### src/rtl/opstk_pkg.sv
// Package: shared command codes, function codes and stack actions for
// the operand stack calculator. Assumes a 3-bit command and 5-bit function.
package opstk_pkg;

    localparam int CMD_W  = 3;
    localparam int FUNC_W = 5;

    localparam logic [CMD_W-1:0] CMD_IDLE = 3'd0;
    localparam logic [CMD_W-1:0] CMD_PUSH = 3'd1;
    localparam logic [CMD_W-1:0] CMD_POP  = 3'd2;
    localparam logic [CMD_W-1:0] CMD_LOAD = 3'd3;
    localparam logic [CMD_W-1:0] CMD_OPER = 3'd4;

    localparam logic [FUNC_W-1:0] F_ADD  = 5'h00;
    localparam logic [FUNC_W-1:0] F_SUB  = 5'h01;
    localparam logic [FUNC_W-1:0] F_MUL  = 5'h02;
    localparam logic [FUNC_W-1:0] F_SHL  = 5'h03;
    localparam logic [FUNC_W-1:0] F_SHR  = 5'h04;
    localparam logic [FUNC_W-1:0] F_AND  = 5'h05;
    localparam logic [FUNC_W-1:0] F_OR   = 5'h06;
    localparam logic [FUNC_W-1:0] F_XOR  = 5'h07;
    localparam logic [FUNC_W-1:0] F_LAND = 5'h08;
    localparam logic [FUNC_W-1:0] F_LOR  = 5'h09;
    localparam logic [FUNC_W-1:0] F_EQ   = 5'h0A;
    localparam logic [FUNC_W-1:0] F_NE   = 5'h0B;
    localparam logic [FUNC_W-1:0] F_GE   = 5'h0C;
    localparam logic [FUNC_W-1:0] F_LE   = 5'h0D;
    localparam logic [FUNC_W-1:0] F_GT   = 5'h0E;
    localparam logic [FUNC_W-1:0] F_LT   = 5'h0F;
    localparam logic [FUNC_W-1:0] F_NEG  = 5'h10;
    localparam logic [FUNC_W-1:0] F_BNOT = 5'h11;
    localparam logic [FUNC_W-1:0] F_LNOT = 5'h12;

    // first unary code and last valid code
    localparam logic [FUNC_W-1:0] F_UNARY_FIRST = F_NEG;
    localparam logic [FUNC_W-1:0] F_LAST_VALID  = F_LNOT;

    typedef enum logic [2:0] {
        ACT_HOLD,   // keep all entries
        ACT_PUSH,   // shift down, new value on top
        ACT_POP,    // shift up, bottom duplicated
        ACT_WTOP,   // rewrite top only
        ACT_FOLD    // rewrite top, shift lower entries up
    } stk_act_t;

endpackage

### src/rtl/opstk_alu.sv
// Module: combinational operator on the two uppermost stack entries.
// Assumes lhs = next and rhs = top; unary codes use rhs only. Invalid
// codes return zero (the controller never commits them).
module opstk_alu
    import opstk_pkg::*;
#(
    parameter int W = 16
) (
    input  logic [W-1:0]      lhs_i,
    input  logic [W-1:0]      rhs_i,
    input  logic [FUNC_W-1:0] func_i,
    output logic [W-1:0]      res_o
);
    localparam int SHW = $clog2(W);

    logic signed [W-1:0] lhs_s;
    logic signed [W-1:0] rhs_s;
    logic                big_shift;
    logic [SHW-1:0]      shamt;
    logic                lhs_nz;
    logic                rhs_nz;

    // widen a truth value to a full word holding 0 or 1
    function automatic logic [W-1:0] as_word(input logic b);
        as_word = {{(W-1){1'b0}}, b};
    endfunction

    assign lhs_s     = $signed(lhs_i);
    assign rhs_s     = $signed(rhs_i);
    assign big_shift = |rhs_i[W-1:SHW];
    assign shamt     = rhs_i[SHW-1:0];
    assign lhs_nz    = |lhs_i;
    assign rhs_nz    = |rhs_i;

    // select result for the requested function
    always_comb begin
        unique case (func_i)
            F_ADD:   res_o = lhs_i + rhs_i;
            F_SUB:   res_o = lhs_i - rhs_i;
            F_MUL:   res_o = lhs_i * rhs_i;
            F_SHL:   res_o = big_shift ? '0 : (lhs_i << shamt);
            F_SHR:   res_o = big_shift ? '0 : (lhs_i >> shamt);
            F_AND:   res_o = lhs_i & rhs_i;
            F_OR:    res_o = lhs_i | rhs_i;
            F_XOR:   res_o = lhs_i ^ rhs_i;
            F_LAND:  res_o = as_word(lhs_nz && rhs_nz);
            F_LOR:   res_o = as_word(lhs_nz || rhs_nz);
            F_EQ:    res_o = as_word(lhs_i == rhs_i);
            F_NE:    res_o = as_word(lhs_i != rhs_i);
            F_GE:    res_o = as_word(lhs_s >= rhs_s);
            F_LE:    res_o = as_word(lhs_s <= rhs_s);
            F_GT:    res_o = as_word(lhs_s >  rhs_s);
            F_LT:    res_o = as_word(lhs_s <  rhs_s);
            F_NEG:   res_o = -rhs_i;
            F_BNOT:  res_o = ~rhs_i;
            F_LNOT:  res_o = as_word(!rhs_nz);
            default: res_o = '0;
        endcase
    end

endmodule

### src/rtl/opstk_ctrl.sv
// Module: decodes command and function code into one stack action and
// the source of the value written to top. Assumes one command per clock;
// unknown commands and invalid function codes become a hold.
module opstk_ctrl
    import opstk_pkg::*;
(
    input  logic [CMD_W-1:0]  cmd_i,
    input  logic [FUNC_W-1:0] func_i,
    output stk_act_t          act_o,
    output logic              use_alu_o
);
    logic func_ok;
    logic func_unary;

    assign func_ok    = (func_i <= F_LAST_VALID);
    assign func_unary = (func_i >= F_UNARY_FIRST);

    // map command to stack action
    always_comb begin
        act_o     = ACT_HOLD;
        use_alu_o = 1'b0;
        unique case (cmd_i)
            CMD_PUSH: act_o = ACT_PUSH;
            CMD_POP:  act_o = ACT_POP;
            CMD_LOAD: act_o = ACT_WTOP;
            CMD_OPER: begin
                if (func_ok) begin
                    act_o     = func_unary ? ACT_WTOP : ACT_FOLD;
                    use_alu_o = 1'b1;
                end
            end
            default:  act_o = ACT_HOLD;
        endcase
    end

endmodule

### src/rtl/opstk_regs.sv
// Module: register file of DEPTH shifting entries; entry 0 is top.
// Assumes DEPTH >= 2. Shifting up duplicates the bottom entry; shifting
// down drops it.
module opstk_regs
    import opstk_pkg::*;
#(
    parameter int W     = 16,
    parameter int DEPTH = 4
) (
    input  logic                      clk,
    input  logic                      rst_n,
    input  stk_act_t                  act_i,
    input  logic [W-1:0]              wval_i,
    output logic [DEPTH-1:0][W-1:0]   ent_o
);
    localparam int LAST = DEPTH - 1;

    logic [DEPTH-1:0][W-1:0] ent_q;
    logic [DEPTH-1:0][W-1:0] from_above;
    logic [DEPTH-1:0][W-1:0] from_below;

    genvar gi;
    generate
        for (gi = 0; gi < DEPTH; gi++) begin : g_ent
            if (gi == 0) begin : g_first
                assign from_above[gi] = wval_i;
            end else begin : g_rest
                assign from_above[gi] = ent_q[gi-1];
            end

            if (gi == LAST) begin : g_bottom
                assign from_below[gi] = ent_q[gi];
            end else begin : g_upper
                assign from_below[gi] = ent_q[gi+1];
            end

            if (gi == 0) begin : g_top_reg
                // top entry: new value on push/load/fold, lifted on pop
                always_ff @(posedge clk) begin
                    if (!rst_n) begin
                        ent_q[gi] <= '0;
                    end else begin
                        unique case (act_i)
                            ACT_PUSH, ACT_WTOP, ACT_FOLD: ent_q[gi] <= wval_i;
                            ACT_POP:                      ent_q[gi] <= from_below[gi];
                            default:                      ent_q[gi] <= ent_q[gi];
                        endcase
                    end
                end
            end else begin : g_low_reg
                // lower entry: pushed down or lifted up, else held
                always_ff @(posedge clk) begin
                    if (!rst_n) begin
                        ent_q[gi] <= '0;
                    end else begin
                        unique case (act_i)
                            ACT_PUSH:          ent_q[gi] <= from_above[gi];
                            ACT_POP, ACT_FOLD: ent_q[gi] <= from_below[gi];
                            default:           ent_q[gi] <= ent_q[gi];
                        endcase
                    end
                end
            end
        end
    endgenerate

    assign ent_o = ent_q;

endmodule

### src/rtl/opstk_unit.sv
// Module: top of the operand stack calculator. Connects decoder, ALU and
// the shifting registers; the ALU reads next and top, and its result or
// the external value is written back. Assumes synchronous active-low reset.
module opstk_unit
    import opstk_pkg::*;
#(
    parameter int W     = 16,
    parameter int DEPTH = 4
) (
    input  logic              clk,
    input  logic              rst_n,
    input  logic [CMD_W-1:0]  cmd_i,
    input  logic [W-1:0]      data_i,
    input  logic [FUNC_W-1:0] func_i,
    output logic [W-1:0]      top_o,
    output logic [W-1:0]      next_o
);
    stk_act_t                act;
    logic                    use_alu;
    logic [W-1:0]            alu_res;
    logic [W-1:0]            wval;
    logic [DEPTH-1:0][W-1:0] ent;

    opstk_ctrl u_ctrl (
        .cmd_i     (cmd_i),
        .func_i    (func_i),
        .act_o     (act),
        .use_alu_o (use_alu)
    );

    opstk_alu #(.W(W)) u_alu (
        .lhs_i  (ent[1]),
        .rhs_i  (ent[0]),
        .func_i (func_i),
        .res_o  (alu_res)
    );

    // choose the value written into top
    assign wval = use_alu ? alu_res : data_i;

    opstk_regs #(.W(W), .DEPTH(DEPTH)) u_regs (
        .clk    (clk),
        .rst_n  (rst_n),
        .act_i  (act),
        .wval_i (wval),
        .ent_o  (ent)
    );

    assign top_o  = ent[0];
    assign next_o = ent[1];

endmodule

### config.mk
export PLATFORM = sky130hd
export DESIGN_NAME = opstk_unit
export DESIGN_NICKNAME = d
export VERILOG_FILES = /design/src/rtl/opstk_pkg.sv /design/src/rtl/opstk_alu.sv /design/src/rtl/opstk_ctrl.sv /design/src/rtl/opstk_regs.sv /design/src/rtl/opstk_unit.sv
export SDC_FILE = /design/constraint.sdc
export NUM_CORES = 1
export LEC_CHECK = 0
export ABC_AREA = 1
export BUFFER_PORTS_ARGS = -buffer_cell sky130_fd_sc_hd__buf_4
export CAP_MARGIN = 20
export CORE_ASPECT_RATIO = 1.25
export CORE_UTILIZATION = 30
export CTS_CLUSTER_DIAMETER = 200
export DETAILED_ROUTE_END_ITERATION = 12
export PLACE_DENSITY_LB_ADDON = 0.25
export SYNTH_ARGS = -nofsm -noshare
export SYNTH_HDL_FRONTEND = slang
export SYNTH_SLANG_ARGS = --single-unit
### constraint.sdc
create_clock -name clk -period 7.1 [get_ports clk]
set_input_delay 1.42 -clock clk [delete_from_list [all_inputs] [get_ports clk]]
set_output_delay 1.42 -clock clk [all_outputs]
set_load 0.01 [all_outputs]
* After elaboration in Yosys (flattened, before gate mapping) *
Index checks and enable logic that the tools add are counted.

cells by class
  add/sub/neg operators = 3
  multipliers = 1
  magnitude comparators = 6
  eq/ne operators = 28
  shift operators = 2
  muxes and demuxes = 12
  bitwise gates (word level) = 4
  reduce and logical (&&, ||, !) cells = 11

operator list
  operator              count
  $pmux W16 S19         1
  $pmux W16 S2          3
  $mux W16              3
  $eq A5 B4 Y1 const B  8
  $reduce_or A16 Y1     2
  $eq A5 B3 Y1 const B  4
  $add A16 B16 Y16      1
  $and A16 B16 Y16      1
  $eq A16 B16 Y1        1
  $ge A16 B16 Y1        1
  $gt A16 B16 Y1        1
  $le A16 B16 Y1        1
  $lt A16 B16 Y1        1
  $mul A16 B16 Y16      1
  $ne A16 B16 Y1        1
  $neg A16 Y16          1
  $not A16 Y16          1
  $or A16 B16 Y16       1
  $shl A16 B4 Y16       1
  $shr A16 B4 Y16       1
  $sub A16 B16 Y16      1
  $xor A16 B16 Y16      1
  $eq A5 B5 Y1 const B  3
  $eq A3 B2 Y1 const B  4
  17 further kinds      23

word-level totals
  bits in registers = 64
  input bits = 26
  output and inout port bits = 32
  logic and storage cells = 71

* Depth between registers and ports, before layout *
  word-level depth = 7
  gate-level depth with buffers = 36

* Hierarchy *
From an unflattened synthesis, not the netlist that was laid out.

unflattened totals
  cells, all modules = 2042
  area, all modules = 12345.6 sq um

by module, submodules not included
  module      instances  cells an instance  area each (sq um)  sequential area each (sq um)
  opstk_alu   1          1493               8841.0             0.0
  opstk_regs  1          481                3191.8             1281.2
  opstk_unit  1          52                 244.0              0.0
  opstk_ctrl  1          16                 68.8               0.0

* Least setup slack after synthesis *
No wires, ideal clock.

  path type = reg-to-reg
  from = register u_regs.ent_q (netlist bit u_regs.ent_o[1])
  to = register u_regs.ent_q (netlist bit u_regs.ent_o[14])
  library setup time = 0.070 ns
  arrival = 5.837 ns
  slack = 1.193 ns
  cell stages (with the launch flop) = 26
  clock period less this slack = 5.907 ns
  path through = dfxtp_1 > buf_2 > clkbuf_1 > clkbuf_1 > nand2_1 > fa_1 > fa_1 > fa_1 > fa_1 > inv_1 > fa_1 > inv_1 > fa_1 > inv_1 > ha_1 > nand2_1 > nor3_1 > nand3_1 > nand3_1 > o21ai_0 > a21o_1 > nand3_1 > o21ai_1 > nand2_1 > nand2_1 > a21oi_1

on the way
  cells in the longest elaborated chain, start to end = 5

ends and longest elaborated chain
  item                                                      RTL line          RTL
  start: declaration                                        opstk_regs.sv:18  logic [DEPTH-1:0][W-1:0] ent_q;
  start signal: indexed assignment                          opstk_regs.sv:44  ACT_PUSH, ACT_WTOP, ACT_FOLD: ent_q[gi] <= wval_i;
  start signal: indexed assignment                          opstk_regs.sv:45  ACT_POP: ent_q[gi] <= from_below[gi];
  start signal: indexed assignment                          opstk_regs.sv:46  default: ent_q[gi] <= ent_q[gi];
  branches (longest 2 deep; another with $mul A16 B16 Y16)  --
  $pmux W16 S19 (*)                                         opstk_alu.sv:37   unique case (func_i)
  $mux W16 (*)                                              opstk_unit.sv:39  assign wval = use_alu ? alu_res : data_i;
  $pmux W16 S2 (*)                                          opstk_regs.sv:43  unique case (act_i)

Mark *: on every way between the ends.
A chain may end at the register's enable or synchronous reset.

* Worst setup path after layout *
  from = register u_regs.ent_q (netlist bit u_regs.ent_o[7])
  to = register u_regs.ent_q (netlist bit u_regs.ent_o[15])

on the way
  cells in the longest elaborated chain, start to end = 5

ends and longest elaborated chain
  item                                                      RTL line
  branches (longest 2 deep; another with $mul A16 B16 Y16)  --
  $pmux W16 S19 (*)                                         opstk_alu.sv:37
  $mux W16 (*)                                              opstk_unit.sv:39
  $pmux W16 S2 (*)                                          opstk_regs.sv:43

Marked as above.

==> impl_metrics.json <==
{
  "status": "finished clean",
  "dpl_worst_slack_ns": 1.006,
  "ios": 58,
  "max_freq_mhz": 163.3,
  "max_slew.worst_pin.slew_ns": 0.8952,
  "hold-worst-slack_ns": 0.4634,
  "regArea_mm2": 0.001282,
  "ctsRootBufferMaster": "clkbuf_16",
  "peakVddDrop_v": 0.0001667,
  "grt_overflow": 0,
  "fin_util": 0.3335,
  "netlist_instances": 1922,
  "finalWirelength_um": 50870,
  "crit_required_ns": 7.39,
  "async_flop_share": 0,
  "fin_area_mm2": 0.01282,
  "grt_use_total": 0.2596,
  "fillers": 4299,
  "cap_violations": 0,
  "die_y_um": 223.7,
  "drcViolationCount": 0,
  "gp_congestion": 0.9688,
  "layout_common_cells": "576 x nand2_1, 305 x inv_1, 123 x nand3_1",
  "largest_reg_flops": 64,
  "finalNetCount": 2121,
  "hold_path.class": "flip-flop to flip-flop",
  "via_per_inst": 5.263,
  "clkLatencyLatePin_ns": 0.36,
  "final_common_cell": "nand2_1",
  "ys.warnings.count": 0,
  "ctsResizeCount": 0,
  "grt_first_pass_wirelength_um": 77090,
  "grt_pass1_vias": 12430,
  "ctsHoldBuffers": 0,
  "fin_crit_ns": 6.122,
  "p_leak_nw": 6.563,
  "multi_input_area_mm2": 0.008583,
  "ys_seq_elements": 64,
  "tns_ns": 0,
  "synth-edff-count": 0,
  "coreArea_mm2": 0.03844,
  "first_pass_iters": 6,
  "crit_arrival_ns": 6.42,
  "cts.path.max_buffers": 2,
  "synth_nets": 2130,
  "slew_headroom": 0.4024,
  "drive_above_1_share": 0.09437,
  "crit_fanout": 13,
  "placed_cell_area_mm2": 0.01251,
  "synth.distinct_cells": 56,
  "drt_iter0_drc": 951,
  "initial_utilization": 0.3069,
  "fp.dieArea_mm2": 0.04012,
  "ys_seq_area_frac": 0.1086,
  "finClkSkew_ns": 0.01123,
  "area_growth_pct": 8.676,
  "end_kind": "flip-flop",
  "rsz0062_at_grt": "no",
  "die_width_um": 179.4,
  "numPortBuffers": 57,
  "grt_antenna_before_repair": 1,
  "cts_buffers": 9,
  "h-tree-depth": 3,
  "cts_sinks": 64,
  "period_share": 0.8623,
  "path_class": "flip-flop to flip-flop",
  "post_cts_buffers": 0,
  "ant_nets": 0,
  "num_rows": 80,
  "tritoncts": "done",
  "start_kind": "flip-flop",
  "synth-main-ff-cell": "dfxtp_1",
  "hold_violations": 0,
  "via_count": 12690,
  "avgSynthCellArea_um2": 6.138,
  "drv_slew": 0,
  "final.setup.worst_slack_ns": 0.9779,
  "routedWlPerCell_um": 21.10,
  "power.density_mw_per_mm2": 108.0,
  "clk_pin_slew_worst_paths_ns": 0.06,
  "dp_hpwl_um": 41430,
  "grt_start_max_net_pins": 50,
  "setup_viol": 0,
  "netlist_area_mm2": 0.01180
}
cell families after synthesis:
| group | after synthesis | synth area share |
|---|---|---|
| XOR/XNOR | 11 | 0.008804 |
| AO/OA/AOI/OAI | 356 | 0.1704 |
| buffers and inverters | 462 | 0.1640 |
| AND/OR/NAND/NOR | 843 | 0.3002 |
| multiplexers | 4 | 0.003394 |
| flip-flops | 64 | 0.1086 |
| adder cells (fa/ha/maj) | 182 | 0.2446 |
worst max-delay path, cell delays in order, from the launching register on:
cell     delay [ns]
dfxtp_1        0.72
ha_1           0.44
inv_1          0.11
fa_1           0.53
fa_1           0.53
inv_1          0.06
fa_1           0.48
fa_1           0.49
inv_1          0.05
fa_1           0.45
fa_1           0.51
inv_1          0.05
ha_1           0.35
inv_1          0.09
nor3_1         0.23
o21ai_0        0.13
nand3_1        0.14
inv_1          0.05
nand2_1        0.06
nand3_1        0.19
nand2_1        0.12
nand2_1        0.05
nand2_1        0.07
nand2_1        0.05
a21oi_1        0.10
area by class of cell:
type	count	share of cell area
clock inverters	7	0.006051
repair buffers	99	0.05797
inverters	343	0.1006
flip-flops and latches	64	0.1000
diodes	1	0.0001952
multi-input cells	1396	0.6695
clock buffers	9	0.01757
well taps	492	0.04802
worst paths after layout:
path	slack, ns	startpoint	cells past startpoint	to
setup reg to reg	0.98	u_regs.ent_o[7]	24	u_regs.ent_o[15]
hold / removal	0.46	u_regs.ent_o[55]	2	u_regs.ent_o[55]
setup / recovery	0.98	u_regs.ent_o[7]	24	u_regs.ent_o[15]
hold reg to reg	0.46	u_regs.ent_o[55]	2	u_regs.ent_o[55]
power by group:
part	switching (W)	internal (W)
Sequential	0.0000434	0.000370
Combinational	0.000352	0.000146
Clock	0.000196	0.000275
through the flow:
step                std cells  total power [W]
floorplan                1922        0.0007271
global placement         2394        0.0009108
detailed placement       2394        0.0009098
CTS                      2410         0.001387
global route             2410         0.001457
finish                   2411         0.001384
synthesized netlist by cell type, types with 2 or more instances:
cell type / n / area, um^2
nand2_1: 576 / 2162
inv_1: 305 / 1145
nand3_1: 123 / 615.6
a21oi_1: 122 / 610.6
ha_1: 101 / 1264
o21ai_0: 90 / 450.4
fa_1: 81 / 1622
nor2_1: 78 / 292.8
dfxtp_1: 64 / 1281
clkbuf_1: 45 / 168.9
a31oi_1: 38 / 237.7
buf_4: 36 / 270.3
inv_2: 35 / 131.4
o21ai_1: 32 / 160.2
buf_2: 25 / 125.1
nor3_1: 18 / 90.09
o22ai_1: 17 / 106.4
o211ai_1: 15 / 112.6
nand4_1: 12 / 75.07
o21bai_1: 10 / 75.07
buf_1: 8 / 30.03
xor2_1: 8 / 70.07
nand2_2: 7 / 43.79
a211oi_1: 5 / 37.54
a221oi_1: 5 / 43.79
nor2_2: 5 / 31.28
nor2_4: 5 / 56.30
o2111ai_1: 5 / 43.79
a21o_1: 4 / 30.03
buf_6: 4 / 45.04
mux2i_1: 4 / 40.04
nor4_1: 4 / 25.02
a22oi_1: 3 / 22.52
nand3b_1: 3 / 22.52
o31ai_1: 3 / 22.52
a21boi_0: 2 / 15.01
clkinv_2: 2 / 10.01
nand3_2: 2 / 20.02
nor3_2: 2 / 20.02
xnor2_1: 2 / 17.52
layer usage:
layer  global-route usage  share of wire  wire length (um)
met5                    0              0                 0
met4               0.1168          0.048              2430
met3              0.02359          0.048              2445
met2               0.4490           0.49             25110
met1               0.3220           0.41             20880
(Power assumes the default switching activity.)
